## src/rtl/irq_carrier_pkg.sv

```systemverilog
// Shared constants of the carrier interrupt register block.
// Assumes two request lines per module and an 8-bit control word.
package irq_carrier_pkg;
    localparam int unsigned LINES_PER_SLOT = 2;
    localparam int unsigned CTL_W          = 8;
    // control word field positions (decoded by the line logic)
    localparam int unsigned CB_EDGE_BASE   = 4;
    localparam int unsigned CB_EN_BASE     = 6;
    // fixed word offsets
    localparam int unsigned OFF_REV        = 0;
    localparam int unsigned OFF_CTL_BASE   = 1;

    typedef struct packed {
        logic rev;
        logic rst;
        logic stat;
    } fixed_hit_t;
endpackage

```

## src/rtl/irq_carrier_decode.sv

```systemverilog
// Offset decoder: turns a word offset into one-hot hits for the
// control words and the fixed registers. Does not qualify with the strobe.
module irq_carrier_decode
    import irq_carrier_pkg::*;
#(
    parameter int unsigned NUM_SLOTS = 4,
    parameter int unsigned OFFS_W    = 4
) (
    input  logic [OFFS_W-1:0]    offs,
    output logic [NUM_SLOTS-1:0] ctl_hit,
    output fixed_hit_t           fix_hit
);
    localparam int unsigned OFF_RST  = OFF_CTL_BASE + NUM_SLOTS;
    localparam int unsigned OFF_STAT = OFF_RST + 1;

    // one control hit per module
    for (genvar s = 0; s < NUM_SLOTS; s++) begin : g_ctl
        assign ctl_hit[s] = (offs == OFFS_W'(OFF_CTL_BASE + s));
    end

    // fixed register hits
    always_comb begin
        fix_hit.rev  = (offs == OFFS_W'(OFF_REV));
        fix_hit.rst  = (offs == OFFS_W'(OFF_RST));
        fix_hit.stat = (offs == OFFS_W'(OFF_STAT));
    end
endmodule

```

## src/rtl/irq_carrier_ctl_bank.sv

```systemverilog
// Bank of per-module control words. A word loads when its select bit
// is set; selects are expected one-hot and already qualified by a write.
module irq_carrier_ctl_bank
    import irq_carrier_pkg::*;
#(
    parameter int unsigned NUM_SLOTS = 4
) (
    input  logic                              clk,
    input  logic                              rst_n,
    input  logic [NUM_SLOTS-1:0]              wr_sel,
    input  logic [CTL_W-1:0]                  wr_data,
    output logic [NUM_SLOTS-1:0][CTL_W-1:0]   ctl_q
);
    for (genvar s = 0; s < NUM_SLOTS; s++) begin : g_word
        // hold or load one control word
        always_ff @(posedge clk) begin
            if (!rst_n)
                ctl_q[s] <= '0;
            else if (wr_sel[s])
                ctl_q[s] <= wr_data;
        end
    end
endmodule

```

## src/rtl/irq_carrier_line.sv

```systemverilog
// One request line: gates the active-low request with its enable bit,
// keeps the status bit and flags a status rise on an edge-sensitive line.
// Assumes req_n is synchronous to clk.
module irq_carrier_line (
    input  logic clk,
    input  logic rst_n,
    input  logic req_n,
    input  logic enable,
    input  logic edge_sel,
    output logic stat_q,
    output logic stat_next,
    output logic rise_next
);
    // next status: track the line only while enabled
    always_comb begin
        stat_next = enable ? ~req_n : stat_q;
        rise_next = enable & edge_sel & ~stat_q & ~req_n;
    end

    // status bit register
    always_ff @(posedge clk) begin
        if (!rst_n)
            stat_q <= 1'b0;
        else
            stat_q <= stat_next;
    end
endmodule

```

## src/rtl/irq_carrier_tmo.sv

```systemverilog
// Timeout flags: set by strobes, cleared by write-one, set wins.
module irq_carrier_tmo #(
    parameter int unsigned NUM_SLOTS = 4
) (
    input  logic                 clk,
    input  logic                 rst_n,
    input  logic [NUM_SLOTS-1:0] set_in,
    input  logic [NUM_SLOTS-1:0] clr_in,
    output logic [NUM_SLOTS-1:0] flags_q
);
    // update flags, a set beats a clear on the same bit
    always_ff @(posedge clk) begin
        if (!rst_n)
            flags_q <= '0;
        else
            flags_q <= (flags_q & ~clr_in) | set_in;
    end
endmodule

```

## src/rtl/irq_carrier_regs.sv

```systemverilog
// Carrier interrupt control and status block (top).
// Holds per-module control words and the shared status word, merges
// edge and level sources onto one registered host interrupt.
// Assumes all inputs are synchronous to clk and 4*NUM_SLOTS <= DATA_W.
module irq_carrier_regs
    import irq_carrier_pkg::*;
#(
    parameter int unsigned NUM_SLOTS = 4,
    parameter int unsigned DATA_W    = 16,
    parameter int unsigned OFFS_W    = 4
) (
    input  logic                                 clk,
    input  logic                                 rst_n,
    input  logic                                 bus_valid,
    input  logic                                 bus_write,
    input  logic [OFFS_W-1:0]                    bus_offs,
    input  logic [DATA_W-1:0]                    bus_wdata,
    output logic [DATA_W-1:0]                    bus_rdata,
    input  logic [NUM_SLOTS*LINES_PER_SLOT-1:0]  slot_irq_n,
    input  logic [NUM_SLOTS-1:0]                 slot_timeout,
    output logic [NUM_SLOTS*LINES_PER_SLOT-1:0]  slot_ack,
    output logic                                 host_irq
);
    localparam int unsigned NL       = NUM_SLOTS * LINES_PER_SLOT;
    localparam int unsigned ERR_BASE = NL;
    localparam int unsigned TMO_BASE = NL + NUM_SLOTS;
    localparam int unsigned STAT_W   = NL + 2 * NUM_SLOTS;

    logic [NUM_SLOTS-1:0]            ctl_hit;
    fixed_hit_t                      fix_hit;
    logic [NUM_SLOTS-1:0]            ctl_wr;
    logic                            stat_wr;
    logic                            rd_en;
    logic [NUM_SLOTS-1:0][CTL_W-1:0] ctl_q;
    logic [NL-1:0]                   en_mask;
    logic [NL-1:0]                   edge_mask;
    logic [NL-1:0]                   stat_int_q;
    logic [NL-1:0]                   stat_int_d;
    logic [NL-1:0]                   rise_d;
    logic [NUM_SLOTS-1:0]            tmo_q;
    logic [STAT_W-1:0]               status_word;
    logic [DATA_W-1:0]               rd_mux;
    logic [DATA_W-1:0]               rdata_q;
    logic [NL-1:0]                   ack_q;
    logic                            host_q;
    logic                            unused_wdata;

    // offset decode
    irq_carrier_decode #(.NUM_SLOTS(NUM_SLOTS), .OFFS_W(OFFS_W)) u_dec (
        .offs    (bus_offs),
        .ctl_hit (ctl_hit),
        .fix_hit (fix_hit)
    );

    // qualify decode with the bus strobe
    always_comb begin
        ctl_wr  = {NUM_SLOTS{bus_valid & bus_write}} & ctl_hit;
        stat_wr = bus_valid & bus_write & fix_hit.stat;
        rd_en   = bus_valid & ~bus_write;
    end

    // control words
    irq_carrier_ctl_bank #(.NUM_SLOTS(NUM_SLOTS)) u_ctl (
        .clk     (clk),
        .rst_n   (rst_n),
        .wr_sel  (ctl_wr),
        .wr_data (bus_wdata[CTL_W-1:0]),
        .ctl_q   (ctl_q)
    );

    // per-line enable/edge fields and line logic
    for (genvar s = 0; s < NUM_SLOTS; s++) begin : g_slot
        for (genvar n = 0; n < LINES_PER_SLOT; n++) begin : g_line
            localparam int unsigned IDX = s * LINES_PER_SLOT + n;
            assign en_mask[IDX]   = ctl_q[s][CB_EN_BASE + n];
            assign edge_mask[IDX] = ctl_q[s][CB_EDGE_BASE + n];
            irq_carrier_line u_line (
                .clk       (clk),
                .rst_n     (rst_n),
                .req_n     (slot_irq_n[IDX]),
                .enable    (en_mask[IDX]),
                .edge_sel  (edge_mask[IDX]),
                .stat_q    (stat_int_q[IDX]),
                .stat_next (stat_int_d[IDX]),
                .rise_next (rise_d[IDX])
            );
        end
    end

    // timeout flags
    irq_carrier_tmo #(.NUM_SLOTS(NUM_SLOTS)) u_tmo (
        .clk     (clk),
        .rst_n   (rst_n),
        .set_in  (slot_timeout),
        .clr_in  ({NUM_SLOTS{stat_wr}} & bus_wdata[TMO_BASE +: NUM_SLOTS]),
        .flags_q (tmo_q)
    );

    // error field of the write data has no destination
    assign unused_wdata = ^bus_wdata[ERR_BASE +: NUM_SLOTS]
                        ^ ^bus_wdata[DATA_W-1:CTL_W];

    // assemble status: timeouts, zero error flags, interrupt bits
    assign status_word = {tmo_q, {NUM_SLOTS{1'b0}}, stat_int_q};

    // read multiplexer
    always_comb begin
        rd_mux = '0;
        if (fix_hit.stat)
            rd_mux = DATA_W'(status_word);
        for (int s = 0; s < NUM_SLOTS; s++) begin
            if (ctl_hit[s])
                rd_mux = DATA_W'(ctl_q[s]);
        end
    end

    // read data register, zero when no read
    always_ff @(posedge clk) begin
        if (!rst_n)
            rdata_q <= '0;
        else
            rdata_q <= rd_en ? rd_mux : '0;
    end

    // acknowledge strobes toward the modules
    always_ff @(posedge clk) begin
        if (!rst_n)
            ack_q <= '0;
        else
            ack_q <= stat_wr ? bus_wdata[NL-1:0] : '0;
    end

    // host output: level sources plus one-cycle edge pulses
    always_ff @(posedge clk) begin
        if (!rst_n)
            host_q <= 1'b0;
        else
            host_q <= (|(stat_int_d & ~edge_mask)) | (|rise_d);
    end

    assign bus_rdata = rdata_q;
    assign slot_ack  = ack_q;
    assign host_irq  = host_q;
endmodule

```

## config.mk

```make
export PLATFORM = sky130hd
export DESIGN_NAME = irq_carrier_regs
export DESIGN_NICKNAME = d
export VERILOG_FILES = /design/src/rtl/irq_carrier_pkg.sv /design/src/rtl/irq_carrier_decode.sv /design/src/rtl/irq_carrier_ctl_bank.sv /design/src/rtl/irq_carrier_line.sv /design/src/rtl/irq_carrier_tmo.sv /design/src/rtl/irq_carrier_regs.sv
export SDC_FILE = /design/constraint.sdc
export NUM_CORES = 1
export LEC_CHECK = 0
export ABC_AREA = 1
export BUFFER_PORTS_ARGS = -buffer_cell sky130_fd_sc_hd__buf_2
export CAP_MARGIN = 20
export CORE_AREA = 2 2 74 76
export CTS_BUF_LIST = sky130_fd_sc_hd__clkbuf_4 sky130_fd_sc_hd__clkbuf_8 sky130_fd_sc_hd__clkbuf_16
export DETAILED_ROUTE_END_ITERATION = 8
export DIE_AREA = 0 0 76 78
export GPL_ROUTABILITY_DRIVEN = 1
export PLACE_DENSITY = 0.78
export SLEW_MARGIN = 20
export SYNTH_ARGS = -nofsm -noshare
export SYNTH_HDL_FRONTEND = slang
export SYNTH_SLANG_ARGS = --single-unit
```

## constraint.sdc

```tcl
create_clock -name clk -period 3 [get_ports clk]
set_input_delay 0.6 -clock clk [delete_from_list [all_inputs] [get_ports clk]]
set_output_delay 0.6 -clock clk [all_outputs]
set_load 0.02 [all_outputs]
```

==> summary.txt <==
Timing
  – RSZ-0062 raised after global routing: false
  – Fin crit share: 57.3%
  – Clock Skew: 0.00935 ns
  – Crit path time final: 1.72 ns
  – Actual slew at the worst max-slew pin: 0.635 ns
  – Hold Fails Final Rpt: 0
  – Peak Freq: 581 MHz
  – Setup violations, final: 0
  – Slew Limit Headroom: 57.5%
  – Setup TNS: 0 ns
  – Final slew viol count: 0

Drt
  – DRT iter0 DRCs: 177
  – DR pass1 iterations: 5
  – Detailed Route WL: 6310 um
  – Drt wl/cell: 12.2 um
  – Vias per cell: 4.92
  – Antenna-violating nets left: 0
  – # DRC: 0
  – Vias: 2537

Hold path
  – Hold worst-path end: bus_rdata[15]$_SDFF_PP0_
  – Min-Delay Startpoint: u_tmo.flags_q[3]$_SDFF_PN0_
  – WHS Path Cells: 2
  – Worst Hold Class: reg -> reg

Setup path
  – Crit Path Category: in -> reg
  – Crit path DAT: 1.93 ns
  – R2r setup slk: 1.91 ns
  – R2r endpoint: host_irq$_SDFF_PN0_
  – CP endpoint kind: flip-flop
  – CP max FO: 16
  – Crit start category: primary input
  – Reg2Reg Depth: 8
  – Crit path required time: 3.21 ns
  – R2r startpoint: u_ctl.ctl_q[31]$_SDFFE_PN0P_

Placement
  – Post-DP HPWL: 4550 um
  – Gpl congestion: 0.822
  – PortBufs: 52

Pwr
  – Pint: 0.00123 W
  – Power share of the sequential group: 53.9%
  – Worst IR Drop VDD: 371 uV
  – LEAKAGE: 1.44 nW
  – Sw Pwr: 0.000403 W
  – Power Density: 518 nW/um^2
  – Logic pwr share: 7.0%
  – Clock power frac: 39.1%
  – Switching share of power: 24.6%

Final layout
  – Area growth, synth to finish: 17.1%
  – Final nets: 478
  – Commonest non-fill, non-tap cell in the layout: nand2_1
  – Layout cell share with drive strength beyond 1: 16.8%
  – Ant. Diodes: 0
  – Commonest cells after routing, fill and taps aside: 73 x nand2_1, 65 x nor2_1, 65 x dfxtp_1
  – FILL cells: 461
  – Core Util, Final: 62.7%

Floorplan
  – Die Area: 5930 um^2
  – Initial core utilization: 53.5%
  – Rows: 26
  – Die X: 76 um
  – Chip height: 78 um
  – Core area: 5040 um^2
  – IO Pins: 61

Global routing
  – Vias in the first global route: 2376
  – Initial antenna violation count: 0
  – First-pass GRT wire length: 10500 um
  – Global route total overflow: 0
  – Largest net degree at the start of global routing: 32
  – Total track usage: 22.8%

CTS
  – CTS-repair resized insts: 0
  – Cts bufs inserted: 9
  – H-tree levels: 3
  – Clock-pin slew on the worst setup and hold paths: 0.07 ns
  – Clock sinks: 65
  – Hold Buf Count CTS: 0
  – Post-CTS Setup Inserts: 0
  – CTS Buffer Depth: 2
  – Worst-Skew Late Latency: 0.34 ns
  – CTS tree: done
  – CTS root buf: clkbuf_8

Synth
  – Number of synthesis warnings: 0
  – Synth Cell Area: 2700 um^2
  – Register bit count reported by yosys: 65
  – Sequential cell area fraction in the yosys report: 48.2%
  – Gate count after technology mapping: 389
  – Mean Syn Cell Area: 6.94 um^2
  – Netlist cell types: 19

Status
  – Outcome: complete, no violations

Flow run
  – Max_cap viols: 0
Yosys cell counts:
master / number / share of area, %
clkbuf_1: 5 / 0.70
nand2_1: 73 / 10
nor2_4: 1 / 0.42
o21ai_0: 43 / 8.0
dfxtp_1: 65 / 48
buf_4: 4 / 1.1
clkinv_1: 1 / 0.14
nand4_1: 1 / 0.23
nand2_2: 1 / 0.23
inv_2: 2 / 0.28
nand3_1: 31 / 5.7
buf_2: 6 / 1.1
nor2_1: 65 / 9.0
a21oi_1: 36 / 6.7
inv_1: 51 / 7.1
nor2_2: 1 / 0.23
nand3_2: 1 / 0.37
o21ai_1: 1 / 0.19
conb_1: 1 / 0.14
cell families (layout without fill, tap and decap cells):
kind of cell | count (synthesis) | after routing | share of synthesized area [%]
flip-flops | 65 | 65 | 48.2
buffers and inverters | 69 | 123 | 10.4
other | 1 | 4 | 0.139
AO/OA/AOI/OAI | 80 | 80 | 14.8
AND/OR/NAND/NOR | 174 | 174 | 26.4
cell type report:
class                   instances  area [um^2]  area share [%]
repair buffers                 54          275            8.71
multi-input cells             258         1130            35.7
flip-flops and latches         65         1300            41.2
clock inverters                 4         20.0           0.633
inverters                      54          203            6.41
clock buffers                  11          145            4.59
well taps                      70         87.6            2.77
state kept, by name, indices dropped and copies added, names as in the netlist:
| signal | count |
|---|---|
| u_tmo.flags_q | 4 |
| g_slot.g_line.u_line.stat_q | 8 |
| u_ctl.ctl_q | 32 |
| host_irq | 1 |
| slot_ack | 8 |
| bus_rdata | 12 |
power by group through the flow:
stage          registers (W)  logic [W]  clock network (W)
6_report            0.000883   0.000114           0.000641
5_1_grt             0.000884   0.000130           0.000692
4_1_cts             0.000883   0.000114           0.000647
3_5_place_dp        0.000902   0.000113                  0
3_3_place_gp        0.000902   0.000111                  0
2_1_floorplan       0.000904  0.0000661                  0
per-layer routing:
metal	global-route usage [%]	wire, um
met1	27.8	2790
met2	37.7	2950
met3	6.86	456
met4	9.27	116
met5	0	0
worst max-delay path by stage:
stage | from | end | slack, ns | cells past startpoint
6_report | bus_valid | u_ctl.ctl_q[21]$_SDFFE_PN0P_ | 1.28 | 6
2_1_floorplan | bus_offs[3] | u_ctl.ctl_q[5]$_SDFFE_PN0P_ | 1.45 | 7
5_1_grt | bus_valid | u_ctl.ctl_q[16]$_SDFFE_PN0P_ | 1.0 | 6
4_1_cts | bus_valid | u_ctl.ctl_q[18]$_SDFFE_PN0P_ | 1.28 | 6
3_3_place_gp | bus_valid | u_ctl.ctl_q[29]$_SDFFE_PN0P_ | 0.94 | 6
3_5_place_dp | bus_valid | u_ctl.ctl_q[18]$_SDFFE_PN0P_ | 0.93 | 6
through the flow:
stage | setup WS [ns] | hold slack [ns] | area (um^2) | std cells | power, W
finish | 1.28 | 0.426 | 3160 | 516 | 0.00164
global route | 0.997 | 0.452 | 3160 | 516 | 0.00170
CTS | 1.28 | 0.427 | 3160 | 516 | 0.00164
detailed placement | 0.926 | 0.416 | 3000 | 501 | 0.00102
global placement | 0.936 | 0.413 | 3000 | 501 | 0.00101
floorplan | 1.45 | 0.408 | 2710 | 392 | 0.000970
worst max-delay path, cell delays in order:
cell	delay, ns
buf_2	0.09
nand2_1	0.08
inv_1	0.22
nand4_1	0.53
o21ai_0	0.35
a21oi_1	0.06
Power figures use the tool's default switching activity.
